[config.mk]
export PLATFORM = sky130hd
export DESIGN_NAME = line_lock_detect
export DESIGN_NICKNAME = d
export VERILOG_FILES = /design/src/rtl/llk_pkg.sv /design/src/rtl/llk_rise_det.sv /design/src/rtl/llk_ref_mux.sv /design/src/rtl/llk_phase_win.sv /design/src/rtl/llk_lock_fsm.sv /design/src/rtl/line_lock_detect.sv
export SDC_FILE = /design/constraint.sdc
export NUM_CORES = 1
export LEC_CHECK = 0
export BUFFER_PORTS_ARGS = -buffer_cell sky130_fd_sc_hd__buf_2
export CAP_MARGIN = 20
export CELL_PAD_IN_SITES_DETAIL_PLACEMENT = 1
export CELL_PAD_IN_SITES_GLOBAL_PLACEMENT = 1
export CORE_MARGIN = 2
export CORE_UTILIZATION = 43
export CTS_CLUSTER_DIAMETER = 60
export DETAILED_ROUTE_END_ITERATION = 10
export PLACE_DENSITY = 0.8
export SLEW_MARGIN = 15
export SYNTH_ARGS = -nofsm -noshare
export SYNTH_HDL_FRONTEND = slang
export SYNTH_SLANG_ARGS = --single-unit
[constraint.sdc]
create_clock -name clk -period 2.6 [get_ports clk]
set_clock_uncertainty 0.2 [all_clocks]
set_input_delay 0.13 -clock clk [delete_from_list [all_inputs] [get_ports clk]]
set_output_delay 0.13 -clock clk [all_outputs]
set_load 0.005 [all_outputs]
[src/rtl/llk_pkg.sv]
package llk_pkg;
  typedef enum logic [1:0] {
    VERD_NONE = 2'd0,
    VERD_IN   = 2'd1,
    VERD_OUT  = 2'd2
  } verdict_e;
endpackage

[src/rtl/llk_rise_det.sv]
module llk_rise_det #(
  parameter int N = 2
) (
  input  logic         clk,
  input  logic         rst_n,
  input  logic [N-1:0] sig_i,
  output logic [N-1:0] rise_o
);
  logic [N-1:0] prev_q;

  always_ff @(posedge clk or negedge rst_n) begin
    if (!rst_n) prev_q <= '0;
    else        prev_q <= sig_i;
  end

  for (genvar i = 0; i < N; i++) begin : g_bit
    assign rise_o[i] = sig_i[i] & ~prev_q[i];
  end
endmodule

[src/rtl/llk_ref_mux.sv]
module llk_ref_mux (
  input  logic clk,
  input  logic rst_n,
  input  logic cs_i,
  input  logic hs_i,
  input  logic want_int_i,
  output logic ref_o
);
  logic sel_q;
  logic idle;

  assign idle = ~cs_i & ~hs_i;

  // Selection moves only across a quiet gap between pulses.
  always_ff @(posedge clk or negedge rst_n) begin
    if (!rst_n)    sel_q <= 1'b0;
    else if (idle) sel_q <= want_int_i;
  end

  assign ref_o = sel_q ? hs_i : cs_i;

  p_switch_boundary_r7: assert property (@(posedge clk) disable iff (!rst_n)
    !$stable(sel_q) |-> $past(!cs_i && !hs_i));
endmodule

[src/rtl/llk_phase_win.sv]
module llk_phase_win
  import llk_pkg::*;
#(
  parameter int WIN_CLKS = 4,
  parameter int TMO_CLKS = 1287
) (
  input  logic     clk,
  input  logic     rst_n,
  input  logic     ref_rise_i,
  input  logic     fb_rise_i,
  output verdict_e verdict_o
);
  localparam int FB_W  = $clog2(WIN_CLKS + 2);
  localparam int PC_W  = $clog2(WIN_CLKS + 1);
  localparam int AGE_W = $clog2(TMO_CLKS + 1);
  localparam logic [FB_W-1:0]  FB_SAT = FB_W'(WIN_CLKS + 1);
  localparam logic [FB_W-1:0]  FB_WIN = FB_W'(WIN_CLKS);
  localparam logic [PC_W-1:0]  PC_WIN = PC_W'(WIN_CLKS);
  localparam logic [AGE_W-1:0] AGE_TMO = AGE_W'(TMO_CLKS);

  logic [FB_W-1:0]  fb_age_q;
  logic             pend_q, pend_d;
  logic [PC_W-1:0]  pcnt_q, pcnt_d;
  logic [AGE_W-1:0] age_q, age_d;
  logic             fb_near;
  verdict_e         verd;

  // Cycles since the last feedback edge, saturating just past the window.
  always_ff @(posedge clk or negedge rst_n) begin
    if (!rst_n)               fb_age_q <= FB_SAT;
    else if (fb_rise_i)       fb_age_q <= FB_W'(1);
    else if (fb_age_q < FB_SAT) fb_age_q <= fb_age_q + 1'b1;
  end

  assign fb_near = fb_rise_i | (fb_age_q <= FB_WIN);

  always_comb begin
    verd   = VERD_NONE;
    pend_d = pend_q;
    pcnt_d = pcnt_q;
    if (pend_q) begin
      if (fb_rise_i) begin
        verd   = VERD_IN;
        pend_d = 1'b0;
      end else if (pcnt_q == PC_WIN) begin
        verd   = VERD_OUT;
        pend_d = 1'b0;
      end else begin
        pcnt_d = pcnt_q + 1'b1;
      end
    end else if (ref_rise_i) begin
      if (fb_near) begin
        verd = VERD_IN;
      end else begin
        pend_d = 1'b1;
        pcnt_d = PC_W'(1);
      end
    end

    // Missing reference: one timeout interval is one bad line.
    if (ref_rise_i) begin
      age_d = AGE_W'(1);
    end else if (age_q == AGE_TMO) begin
      age_d = AGE_W'(1);
      if (verd == VERD_NONE) verd = VERD_OUT;
    end else begin
      age_d = age_q + 1'b1;
    end
  end

  always_ff @(posedge clk or negedge rst_n) begin
    if (!rst_n) begin
      pend_q <= 1'b0;
      pcnt_q <= '0;
      age_q  <= AGE_W'(1);
    end else begin
      pend_q <= pend_d;
      pcnt_q <= pcnt_d;
      age_q  <= age_d;
    end
  end

  assign verdict_o = verd;

  p_pend_bound_r5: assert property (@(posedge clk) disable iff (!rst_n)
    pend_q |-> (pcnt_q >= PC_W'(1)) && (pcnt_q <= PC_WIN));
  p_age_bound_r8: assert property (@(posedge clk) disable iff (!rst_n)
    (age_q >= AGE_W'(1)) && (age_q <= AGE_TMO));
  p_tmo_restart_r8: assert property (@(posedge clk) disable iff (!rst_n)
    (age_q == AGE_TMO) |=> (age_q == AGE_W'(1)));
endmodule

[src/rtl/llk_lock_fsm.sv]
module llk_lock_fsm
  import llk_pkg::*;
#(
  parameter int LOCK_LINES   = 15,
  parameter int UNLOCK_LINES = 3
) (
  input  logic     clk,
  input  logic     rst_n,
  input  verdict_e verdict_i,
  output logic     locked_o
);
  localparam int GW = $clog2(LOCK_LINES + 1);
  localparam int BW = $clog2(UNLOCK_LINES + 1);
  localparam logic [GW-1:0] GOOD_LAST = GW'(LOCK_LINES - 1);
  localparam logic [BW-1:0] BAD_LAST  = BW'(UNLOCK_LINES - 1);

  logic          locked_q, locked_d;
  logic [GW-1:0] good_q, good_d;
  logic [BW-1:0] bad_q, bad_d;

  always_comb begin
    locked_d = locked_q;
    good_d   = good_q;
    bad_d    = bad_q;
    case (verdict_i)
      VERD_IN: begin
        bad_d = '0;
        if (!locked_q) begin
          if (good_q == GOOD_LAST) begin
            locked_d = 1'b1;
            good_d   = '0;
          end else begin
            good_d = good_q + 1'b1;
          end
        end
      end
      VERD_OUT: begin
        good_d = '0;
        if (locked_q) begin
          if (bad_q == BAD_LAST) begin
            locked_d = 1'b0;
            bad_d    = '0;
          end else begin
            bad_d = bad_q + 1'b1;
          end
        end
      end
      default: ;
    endcase
  end

  always_ff @(posedge clk or negedge rst_n) begin
    if (!rst_n) begin
      locked_q <= 1'b0;
      good_q   <= '0;
      bad_q    <= '0;
    end else begin
      locked_q <= locked_d;
      good_q   <= good_d;
      bad_q    <= bad_d;
    end
  end

  assign locked_o = locked_q;

  p_lock_entry_r3: assert property (@(posedge clk) disable iff (!rst_n)
    $rose(locked_q) |-> ($past(good_q) == GOOD_LAST) && ($past(verdict_i) == VERD_IN));
  p_lock_exit_r4: assert property (@(posedge clk) disable iff (!rst_n)
    $fell(locked_q) |-> ($past(bad_q) == BAD_LAST) && ($past(verdict_i) == VERD_OUT));
  p_good_clear_r6: assert property (@(posedge clk) disable iff (!rst_n)
    (verdict_i == VERD_OUT) |=> (good_q == '0));
  p_bad_clear_r6: assert property (@(posedge clk) disable iff (!rst_n)
    (verdict_i == VERD_IN) |=> (bad_q == '0));
endmodule

[src/rtl/line_lock_detect.sv]
module line_lock_detect
  import llk_pkg::*;
#(
  parameter int LINE_CLKS    = 858,
  parameter int WIN_CLKS     = 4,
  parameter int LOCK_LINES   = 15,
  parameter int UNLOCK_LINES = 3
) (
  input  logic clk,
  input  logic rst_n,
  input  logic csync_i,
  input  logic hsync_int_i,
  input  logic fb_i,
  output logic ref_o,
  output logic lock_n_o
);
  localparam int TMO_CLKS = LINE_CLKS + LINE_CLKS / 2;

  logic     ref_sel;
  logic     locked;
  logic     ref_rise, fb_rise;
  verdict_e verdict;

  llk_ref_mux u_mux (
    .clk        (clk),
    .rst_n      (rst_n),
    .cs_i       (csync_i),
    .hs_i       (hsync_int_i),
    .want_int_i (locked),
    .ref_o      (ref_sel)
  );

  llk_rise_det #(.N(2)) u_rise (
    .clk    (clk),
    .rst_n  (rst_n),
    .sig_i  ({ref_sel, fb_i}),
    .rise_o ({ref_rise, fb_rise})
  );

  llk_phase_win #(
    .WIN_CLKS (WIN_CLKS),
    .TMO_CLKS (TMO_CLKS)
  ) u_win (
    .clk        (clk),
    .rst_n      (rst_n),
    .ref_rise_i (ref_rise),
    .fb_rise_i  (fb_rise),
    .verdict_o  (verdict)
  );

  llk_lock_fsm #(
    .LOCK_LINES   (LOCK_LINES),
    .UNLOCK_LINES (UNLOCK_LINES)
  ) u_fsm (
    .clk       (clk),
    .rst_n     (rst_n),
    .verdict_i (verdict),
    .locked_o  (locked)
  );

  assign ref_o    = ref_sel;
  assign lock_n_o = ~locked;

  p_flag_moves_on_line_r9: assert property (@(posedge clk) disable iff (!rst_n)
    !$stable(lock_n_o) |-> $past(verdict != VERD_NONE));
endmodule

Word level (Yosys, flattened, before mapping)
Cells that the tools add are included.

storage, ports and cells
  logic and storage cells = 77
  output and inout port bits = 2
  bits in registers = 28
  bits of input ports = 5

operators by class
  magnitude comparators = 2
  reduce and logical (&&, ||, !) cells = 7
  multiplexer cells = 34
  add/subtract/negate cells = 5
  bitwise gates (word level) = 9
  equal/unequal tests = 11

operator list
  cell                     count
  $mux W11                 2
  $mux W3                  7
  $mux W2                  9
  $add A11 B1 Y11 const B  1
  $eq A11 B11 Y1 const B   1
  $mux W1                  11
  $mux W4                  2
  $pmux W4 S2              1
  $add A3 B1 Y3 const B    2
  $ne A2 B2 Y1 const B     3
  $reduce_bool A2 Y1       3
  $not A1 Y1               5
  $add A4 B1 Y4 const B    1
  $eq A2 B2 Y1 const B     2
  $eq A4 B4 Y1 const B     1
  $ne A2 B1 Y1 const B     2
  $pmux W2 S2              1
  $reduce_and A2 Y1        2
  $reduce_and A4 Y1        1
  $and A1 B1 Y1            3
  $eq A3 B3 Y1 const B     1
  $le A3 B3 Y1 const B     1
  $lt A3 B3 Y1 const B     1
  $add A2 B1 Y2 const B    1
  other kinds (4)          4

Longest topological paths before layout
Gate-level depths: netlist (run 1).

  word-level depth = 13
  depth in mapped cells = 9
  depth with buffers taken out = 9

Cells and area by module
From an unflattened synthesis (run 1), not the netlist that was laid out.

second synthesis, totals
  cells, all modules = 158
  area, all modules = 1596.5 um2

modules (own cells, without submodules)
  module            cells an instance  seq. area each (um2)  instances  area each (um2)
  llk_phase_win     98                 454.2                 1          979.7
  llk_lock_fsm      51                 175.2                 1          484.2
  llk_rise_det      4                  50.0                  1          77.6
  llk_ref_mux       4                  25.0                  1          51.3
  line_lock_detect  1                  0.0                   1          3.8

Worst setup path after synthesis (run 1)
No wires, ideal clock.

  kind = flip-flop to flip-flop
  start point = register u_win.age_q[0]
  end point = register u_fsm.good_q[1]
  period minus slack after synthesis = 2.578 ns
  setup slack = 0.022 ns
  cell stages (with the launch flop) = 9
  data required time = 2.275 ns
  buffers on the path = 0
  library setup time = 0.125 ns
  data arrival time = 2.253 ns
  cells stage by stage = dfstp_2 ha_1 and4bb_2 nand3_1 o31a_1 ha_1 nor2b_1 or2_2 mux2_2

between the ends
  word-level cells in the longest chain between the ends = 6
  elaborated cells between the ends (all ways) = 9
  classes of those cells = 4 x eq/ne; 3 x mux; 2 x reduce/logical

RTL lines
  element                                                       line                 RTL
  start, declared                                               llk_phase_win.sv:24  logic [AGE_W-1:0] age_q, age_d;
  start signal, assigned                                        llk_phase_win.sv:79  age_q <= age_d;
  $eq A11 B11 Y1 *                                              llk_phase_win.sv:63  end else if (age_q == AGE_TMO) begin
  $mux W2 *                                                     llk_phase_win.sv:63
  $mux W2 *                                                     llk_phase_win.sv:61  if (ref_rise_i) begin
  $eq A2 B1 Y1 or $eq A2 B2 Y1 (tied branches)                  llk_lock_fsm.sv:25   case (verdict_i)
  $ne A2 B2 Y1 (no line) or $reduce_bool A2 Y1 (tied branches)  --
  $reduce_and A2 Y1 (no line)                                   --
  end signal, assigned                                          llk_lock_fsm.sv:59   good_q <= good_d;
  end, declared                                                 llk_lock_fsm.sv:18   logic [GW-1:0] good_q, good_d;

Every way passes the cells marked *; elsewhere a longest branch is shown, timed or not.
A chain may end at the register's enable or synchronous reset.

Worst setup path in the final report (run 1)
Ends and elaborated chain as after synthesis.

==> results of run 1 <==
[per-stage QoR]
stage / cells / util [%] / hold WS, ns / cell area, sq um
floorplan: 151 / - / -0.366 / 1540
global placement: 210 / 49.9 / -0.0152 / 1690
detailed placement: 210 / 49.9 / -0.00513 / 1690
CTS: 220 / 53.0 / 0.151 / 1800
global route: 224 / 55.4 / 0.166 / 1880
finish: 224 / 55.4 / 0.120 / 1880
[repair_timing]
| action | CTS | global route |
|---|---|---|
| resized for setup | 3 | 11 |
| pin swaps | 0 | 3 |
| buffers inserted | 1 | 4 |
| endpoints found under the setup margin | 1 | 6 |
| hold buffers | 5 | 0 |
| endpoints found under the hold margin | 32 | 0 |
[sequential cells by signal, summed over array words and instances, names as in the netlist]
signal	cells
u_mux.sel_q	1
u_fsm.bad_q	2
u_win.fb_age_q	3
u_win.age_q	11
u_fsm.good_q	4
u_fsm.locked_o	1
u_win.pcnt_q	3
u_win.pend_q	1
u_rise.prev_q	2
[final timing paths]
kind                                     to  slack (ns)  cells past startpoint
max                         u_fsm.good_q[1]        0.04                      8
min                         u_win.pcnt_q[0]        0.12                      2
max reg2reg                 u_fsm.good_q[1]        0.04                      8
min reg2reg                  u_fsm.bad_q[1]        0.37                      1
max in group asynchronous    u_fsm.bad_q[1]        1.66                      2
min in group clk           u_rise.prev_q[0]        0.25                      2
[layer usage]
layer	vias to the layer above	global-route usage, %	part of all wire, %
met5	-	0	0
met4	0	5.16	1.2
met3	5	2.64	2.1
met2	16	33.5	51
met1	623	25.0	46
li1	602	-	-
[synthesized netlist by cell type, types with 3 or more instances]
cell,instances,area (sq um)
o22ai_1,3,18.8
mux2i_1,3,30.0
o21ai_0,8,40.0
o31ai_1,5,37.5
a21oi_1,11,55.1
nor2_1,8,30.0
dfrtp_1,25,626
dfstp_2,3,78.8
ha_1,10,125
nor2b_1,7,43.8
nand3_1,6,30.0
nand2_1,8,30.0
nand2b_1,4,25.0
or4_1,3,22.5
inv_1,10,37.5
nand4_1,3,18.8
[cell type report]
class / instances / area (sq um)
tap: 46 / 57.6
sequential: 28 / 704
clock buffer: 4 / 36.3
fill: 366 / 1510
inverter: 10 / 37.5
multi-input combinational: 111 / 858
timing repair buffer: 25 / 185
[report_power, final]
| group | switching, mW | leakage (nW) | internal, mW |
|---|---|---|---|
| logic | 0.393 | 0.470 | 0.375 |
| registers | 0.146 | 0.356 | 0.582 |
| clock network | 0.138 | 0.0210 | 0.0861 |
[logic make-up after synthesis]
kind of cell / Yosys count / synth area share [%]
flops: 28 / 45.6
simple gates: 52 / 20.2
fa+ha+maj: 10 / 8.10
buf+inv: 12 / 2.92
compound gates: 40 / 17.1
mux: 6 / 4.38
xor+xnor: 3 / 1.70
==> results by group, run 1 <==
STA
  • Relative max-transition margin: 54.5%
  • Final Setup Violations: 0
  • Setup_tns: 0 ns
  • Pins Over Slew Limit: 0
  • Fin crit period: 2.56 ns
  • Fmax: 391 MHz
  • Setup ws final: 0.0445 ns
  • Worst-Margin Slew: 0.677 ns
  • Period utilization: 98.3%
  • Final hold vios: 0

Global route
  • Number of global-route vias before repair: 1381
  • Antenna violations before repair: 0
  • Global Route Usage Sum: 19.2%
  • First-pass GRT wire length: 6290 um
  • Largest net degree at the start of global routing: 29
  • GRT Residual Overflow: 0

Logic synthesis
  • Mapped Nets: 166
  • Syn Area/Cell: 10.2 sq um
  • Syn Inst Count: 151
  • Number of synthesized flops with an enable pin: 0
  • Seq cells post-synth: 28
  • Yosys warns: 0
  • Leading register cell type out of synthesis: dfrtp_1
  • Seq/Total Area, Yosys: 45.6%
  • Post-synth design cell area: 1540 sq um
  • Share of flip-flops with an asynchronous set or reset: 100%
  • Synth unique cells: 41

Power and ir drop
  • Worst VDD drop: 0.467 mV
  • Total leakage power: 0.847 nW
  • Pwr dens: 915 nW/um^2
  • Tot Pwr: 1.72 mW

Routing
  • DR pass1 iterations: 4
  • Wirelength per Cell: 17.4 um
  • Detailed-route via count: 1246
  • Vias per cell: 5.56
  • # DRC: 0
  • Routed Antenna Nets: 0
  • WL final: 3900 um
  • Drt initial violations: 58

Layout
  • Synth-to-Final Area Change: 21.7%
  • Layout cells sized above 1: 24.7%
  • Commonest non-fill, non-tap cell in the layout: dfrtp_1
  • Commonest non-fill, non-tap cells in the layout: dfrtp_1 (25), buf_4 (14), a21oi_1 (11)
  • Antenna Cells: 0
  • Final nets: 194

Floorplanning
  • # IOs: 7
  • Chip width: 63.9 um
  • Std cell rows: 21
  • Area of the core: 3390 sq um
  • Die height: 63.9 um
  • Die area: 4090 sq um
  • Initial Utilization: 45.6%

Setup path
  • Crit path max fanout: 4
  • Delay-heaviest family, CP: simple AND/OR/NAND/NOR gates
  • CP bufs+invs: 0
  • Crit path max-delay cell type: dfstp_2
  • Crit end category: flop
  • R2r startpoint: u_win.age_q[0]
  • Worst Path Required: 2.65 ns
  • Startpoint Class: flop
  • CP Data Arrival Time: 2.60 ns
  • Critical path origin: u_win.age_q[0]
  • WS Path Type: reg -> reg
  • Crit-path cells: ha_4, and4bb_2, nand3_4, o31a_1, ha_2, nor2b_4, or2_4, mux2_4
  • Worst stage delay on the critical path: 0.59 ns

CTS
  • Worst-Skew Late Latency: 0.34 ns
  • CTS Sinks: 28
  • Clock transition at path regs: 0.16 ns
  • Root buffer cell: clkbuf_4
  • CTS max path bufs: 2
  • CTS H-tree depth: 1
  • CTS Buf Count: 3
  • CTS tree: done

Placed design
  • Final Wtd Congestion: 0.749
  • Setup WS pre-CTS: -0.00129 ns
  • HPWL Detailed: 2490 um
  • PortBufs: 6

Outcome
  • Status: finished clean

Flow run
  • Maxcap violations: 0

Hold path
  • Hold Crit Class: in -> async
No activity file was read; power rests on OpenSTA's default activity.
==> run 2: changes to the inputs <==
CORE_ASPECT_RATIO = 1.2   (was not set)
==> results by group, run 2 (synthesized netlist as in run 1, its figures left out) <==
Layout
  • Commonest non-fill, non-tap cells in the layout: dfrtp_1 (25), buf_4 (12), a21oi_1 (11)
  • Layout cells sized above 1: 22.7% (-2.0 points)
  • Multi-input logic area: 837 sq um (-2.5%)
  • Regs by FF count: u_win.age_q (11), u_fsm.good_q (4)
  • Max FFs per register: 11 (unchanged)
  • Non-Filler Instances: 213 (-4.9%)
  • Core Util, Final: 54.2% (-1.2 points)
  • Sequential Area: 704 sq um (unchanged)
  • Antenna Cells: 0 (unchanged)
  • Final nets: 192 (-1.0%)
  • Fillers: 375 (+2.5%)
  • Top reg by flops: u_win.age_q
  • Synth-to-Final Area Change: 19.2%
  • Commonest non-fill, non-tap cell in the layout: dfrtp_1

Floorplanning
  • Initial Utilization: 45.5% (-0.084 points)
  • Std cell rows: 23 (+9.5%)
  • Die height: 69.6 um (+8.9%)
  • Area of the core: 3400 sq um (+0.18%)
  • Die area: 4090 sq um (about the same)
  • Chip width: 58.7 um (-8.2%)
  • # IOs: 7 (unchanged)

Setup path
  • Crit path max-delay cell type: dlygate4sd3_1
  • WS Path Type: in -> reg
  • CP Data Arrival Time: 2.55 ns (-0.05 ns)
  • CP Depth: 9 (+1)
  • R2r worst-path depth: 8 (unchanged)
  • CP bufs+invs: 2 (+2)
  • Crit-path cells: dlygate4sd3_1, buf_2, mux2_4, and2_1, o31a_1, ha_2, nor2b_2, or2_4, mux2_2
  • Startpoint Class: input pin
  • Crit path max fanout: 5 (+1)
  • Worst Path Required: 2.57 ns (-0.08 ns)
  • Worst stage delay on the critical path: 0.53 ns (-0.06 ns)
  • Delay-heaviest family, CP: buffers and inverters
  • Crit end category: flop

Routing
  • Routed Antenna Nets: 0 (unchanged)
  • Vias per cell: 5.90 (+6.0%)
  • Drt initial violations: 48 (-17%)
  • WL final: 3550 um (-8.9%)
  • DR pass1 iterations: 4 (unchanged)
  • Wirelength per Cell: 16.7 um (-4.2%)
  • # DRC: 0 (unchanged)
  • Detailed-route via count: 1256 (+0.80%)

Placed design
  • Final Wtd Congestion: 0.828 (+10%)
  • PortBufs: 6 (unchanged)
  • Post-Place Cells: 202 (-3.8%)
  • HPWL Detailed: 2530 um (+1.7%)

Global route
  • Global Route Usage Sum: 19.5% (+0.25 points)
  • Largest net degree at the start of global routing: 29 (unchanged)
  • First-pass GRT wire length: 6120 um (-2.7%)
  • Number of global-route vias before repair: 1331 (-3.6%)
  • GRT Residual Overflow: 0 (unchanged)
  • Antenna violations before repair: 0 (unchanged)

CTS
  • Root buffer cell: clkbuf_8
  • CTS Sinks: 28 (unchanged)
  • CTS Buf Count: 3 (unchanged)
  • CTS tree: done
  • Clock transition at path regs: 0.09 ns (-0.07 ns)
  • CTS max path bufs: 2 (unchanged)
  • CTS H-tree depth: 1 (unchanged)
  • Worst-Skew Late Latency: 0.28 ns (-0.06 ns)

Power and ir drop
  • Total leakage power: 0.834 nW (-1.5%)
  • Tot Pwr: 1.68 mW (-2.5%)
  • Pwr dens: 911 nW/um^2 (-0.44%)
  • Worst VDD drop: 0.408 mV (-13%)

STA
  • Relative max-transition margin: 57.2% (+2.7 points)
  • Fin crit period: 2.57 ns (+0.0173 ns)
  • Worst hold slack: 0.198 ns (+0.0789 ns)
  • Final hold vios: 0 (unchanged)
  • RSZ-0062 raised after global routing: yes
  • Pins Over Slew Limit: 0 (unchanged)
  • Period utilization: 99.0% (+0.67 points)
  • Fmax: 389 MHz (-0.67%)
  • Setup_tns: 0 ns (unchanged)
  • Worst-Margin Slew: 0.637 ns (-0.0400 ns)
  • Final Setup Violations: 0 (unchanged)

Hold path
  • Hold Crit Class: in -> async

Flow run
  • Maxcap violations: 0 (unchanged)

Outcome
  • Status: finished clean
[run 2: repair_timing]
| action | 4_1_cts | 5_1_grt |
|---|---|---|
| pin swaps | 0 | 0 |
| resized for setup | 3 | 7 |
| setup buffers | 1 | 1 |
| hold buffers | 5 | 0 |
| hold endpoints to repair | 28 | 0 |
| endpoints found under the setup margin | 1 | 4 |
[run 2: routing by layer]
metal  up-vias  global-route usage, %  share of wire, %
met5         -                      0                 0
met4         0                   7.58               1.4
met3         5                   3.54               1.8
met2         9                   33.8                53
met1       642                   23.2                44
li1        600                      -                 -
[run 2: worst reg2reg max path, stage by stage (launching register included)]
cell and delay [ns]:
dfstp_2 0.54, ha_1 0.16, and4bb_2 0.28, nand3_4 0.10
o31a_1 0.27, ha_2 0.20, nor2b_2 0.18, or2_4 0.26
mux2_2 0.26
[run 2: worst paths after layout]
path,from,end,slack (ns)
worst min-delay path,rst_n,u_win.age_q[5],0.20
min in group clk,csync_i,u_win.pend_q,0.28
worst min register to register,u_fsm.bad_q[1],u_fsm.bad_q[1],0.33
worst max register to register,u_win.age_q[0],u_fsm.good_q[1],0.04
max in group asynchronous,rst_n,u_win.pcnt_q[1],1.59
worst max-delay path,hsync_int_i,u_fsm.good_q[1],0.03
[run 2: layout make-up]
type,instances,area share (%)
sequential,28,38.3
clock buffer,4,2.45
tap,37,2.52
multi-input combinational,111,45.5
inverter,10,2.04
timing repair buffer,23,9.25
[run 2: stage by stage]
step	setup slack [ns]	area, sq um
finish	0.0272	1840
global route	-0.0401	1840
CTS	0.00805	1800
detailed placement	-0.0369	1690
global placement	0.0802	1690
floorplan	0.0223	1540
[run 2: power by group]
part | internal [mW] | leakage, nW | switching (mW)
Sequential | 0.582 | 0.356 | 0.129
Clock | 0.110 | 0.0228 | 0.138
Combinational | 0.343 | 0.456 | 0.374
==> run 3: changes to the inputs <==
CORE_MARGIN = 4   (was 2)
CTS_CLUSTER_DIAMETER = 30   (was 60)
==> results by group, run 3 (synthesized netlist as in run 1, its figures left out) <==
Layout
  • Regs by FF count: u_win.age_q (11), u_fsm.good_q (4)
  • Antenna Cells: 0 (unchanged)
  • Fillers: 386 (+2.9%)
  • Top reg by flops: u_win.age_q
  • Final nets: 191 (-0.52%)
  • Non-Filler Instances: 212 (-0.47%)
  • Commonest non-fill, non-tap cell in the layout: dfrtp_1
  • Core Util, Final: 53.8% (-0.41 points)
  • Max FFs per register: 11 (unchanged)
  • Commonest non-fill, non-tap cells in the layout: dfrtp_1 (25), buf_4 (12), a21oi_1 (11)
  • Layout cells sized above 1: 24.6% (+1.8 points)
  • Synth-to-Final Area Change: 18.3%

Hold path
  • Worst Hold Depth: 3
  • Hold Crit Class: in -> reg

Routing
  • DR pass1 iterations: 3 (-1)
  • Wirelength per Cell: 17.3 um (+3.9%)
  • # DRC: 0 (unchanged)
  • Detailed-route via count: 1236 (-1.6%)
  • Drt initial violations: 31 (-35%)
  • Vias per cell: 5.83 (-1.1%)
  • WL final: 3680 um (+3.4%)
  • Routed Antenna Nets: 0 (unchanged)

STA
  • Worst-Margin Slew: 0.670 ns (+0.0335 ns)
  • Setup ws final: 0.0585 ns (+0.0313 ns)
  • Setup_tns: 0 ns (unchanged)
  • Fin crit period: 2.54 ns (-0.0313 ns)
  • Final hold vios: 0 (unchanged)
  • Final Setup Violations: 0 (unchanged)
  • Period utilization: 97.8% (-1.2 points)
  • Relative max-transition margin: 54.9% (-2.3 points)
  • Fmax: 393 MHz (+1.2%)
  • Pins Over Slew Limit: 0 (unchanged)

Setup path
  • Startpoint Class: flop
  • R2r worst-path depth: 8 (unchanged)
  • Crit path max fanout: 3 (-2)
  • CP Data Arrival Time: 2.52 ns (-0.03 ns)
  • Crit end category: flop
  • WS Path Type: reg -> reg
  • Worst Path Required: 2.57 ns (about the same)

Global route
  • Most Crowded Layer GR: met2
  • First-pass GRT wire length: 6430 um (+5.1%)
  • GR Layer Usage met3: 3.06% (-0.49 points)
  • Global Route Usage Sum: 18.2% (-1.3 points)
  • M2 GR Usage: 34.0% (+0.17 points)
  • Number of global-route vias before repair: 1402 (+5.3%)
  • Met1 Usage GRT: 20.1% (-3.2 points)
  • GRT Residual Overflow: 0 (unchanged)
  • Largest net degree at the start of global routing: 29 (unchanged)
  • Antenna violations before repair: 0 (unchanged)

CTS
  • CTS max path bufs: 2 (unchanged)
  • Clock transition at path regs: 0.10 ns (about the same)
  • Worst-Skew Late Latency: 0.29 ns (about the same)
  • CTS tree: done
  • CTS Buf Count: 3 (unchanged)
  • Root buffer cell: clkbuf_8
  • CTS H-tree depth: 1 (unchanged)
  • CTS Sinks: 28 (unchanged)

Floorplanning
  • Area of the core: 3400 sq um (unchanged)
  • Die height: 73.6 um (+5.7%)
  • # IOs: 7 (unchanged)
  • Chip width: 62.7 um (+6.8%)
  • Std cell rows: 23 (unchanged)
  • Initial Utilization: 45.5% (unchanged)
  • Die area: 4620 sq um (+13%)

Placed design
  • Final Wtd Congestion: 0.730 (-12%)
  • PortBufs: 6 (unchanged)
  • HPWL Detailed: 2690 um (+6.3%)
  • Post-Place Cells: 203 (+0.50%)
  • Setup WS pre-CTS: -0.168 ns (-0.132 ns)

Power and ir drop
  • Total leakage power: 0.831 nW (-0.34%)
  • Pwr dens: 933 nW/um^2 (+2.5%)
  • Worst VDD drop: 0.455 mV (+12%)

Outcome
  • Status: finished clean

Flow run
  • Maxcap violations: 0 (unchanged)
==> run 3: layer usage <==
metal,vias up,wire length [um]
met1,616,1470
li1,599,-
met4,0,116
met5,-,0
met3,9,74
met2,12,2010
==> run 3: path summary, 6_finish.rpt <==
kind                                start               end  slack (ns)
max                        u_win.age_q[0]   u_fsm.good_q[1]        0.06
min                               csync_i  u_rise.prev_q[1]        0.04
max reg2reg                u_win.age_q[0]   u_fsm.good_q[1]        0.06
min reg2reg                u_fsm.bad_q[1]    u_fsm.bad_q[1]        0.34
max in group asynchronous           rst_n  u_rise.prev_q[0]        1.58
min in group asynchronous           rst_n    u_win.age_q[2]        0.20
==> run 3: what timing repair did <==
item | in CTS | in global routing
setup buffers | 0 | 1
setup endpoints to repair | 4 | 4
resized for setup | 3 | 10
hold buffers | 4 | 0
endpoints found under the hold margin | 27 | 0
gates cloned | 0 | 0
pin swaps | 0 | 2
==> run 3: worst max-delay path: stages, from the launching register on <==
cell,delay [ns]
dfstp_2,0.55
ha_2,0.17
and4bb_2,0.25
nand3_2,0.11
o31a_1,0.30
ha_2,0.20
nor2b_4,0.14
or2_4,0.26
mux2_2,0.26
==> run 3: where the power goes <==
group	switching [mW]	internal (mW)	leakage [nW]	total, mW
clock	0.142	0.110	0.0228	0.253
sequential	0.136	0.583	0.356	0.718
combinational	0.379	0.355	0.453	0.734
==> run 3: metrics by stage <==
| stage | hold slack [ns] | total power, mW | instance area (sq um) |
|---|---|---|---|
| after floorplan | -0.366 | 1.15 | 1540 |
| after detailed placement | -0.0124 | 1.40 | 1700 |
| after global placement | -0.0271 | 1.31 | 1700 |
| after global routing | 0.0381 | 1.85 | 1830 |
| after CTS | 0.0301 | 1.68 | 1790 |
| final | 0.0372 | 1.70 | 1830 |
==> run 3: area by class of cell <==
type                            instances  area, sq um  share of cell area (%)
Clock buffer                            4         45.0                    2.47
Multi-Input combinational cell        111          833                    45.6
Tap cell                               37         46.3                    2.53
Inverter                               10         37.5                    2.05
Sequential cell                        28          704                    38.6
Timing Repair Buffer                   22          160                    8.77
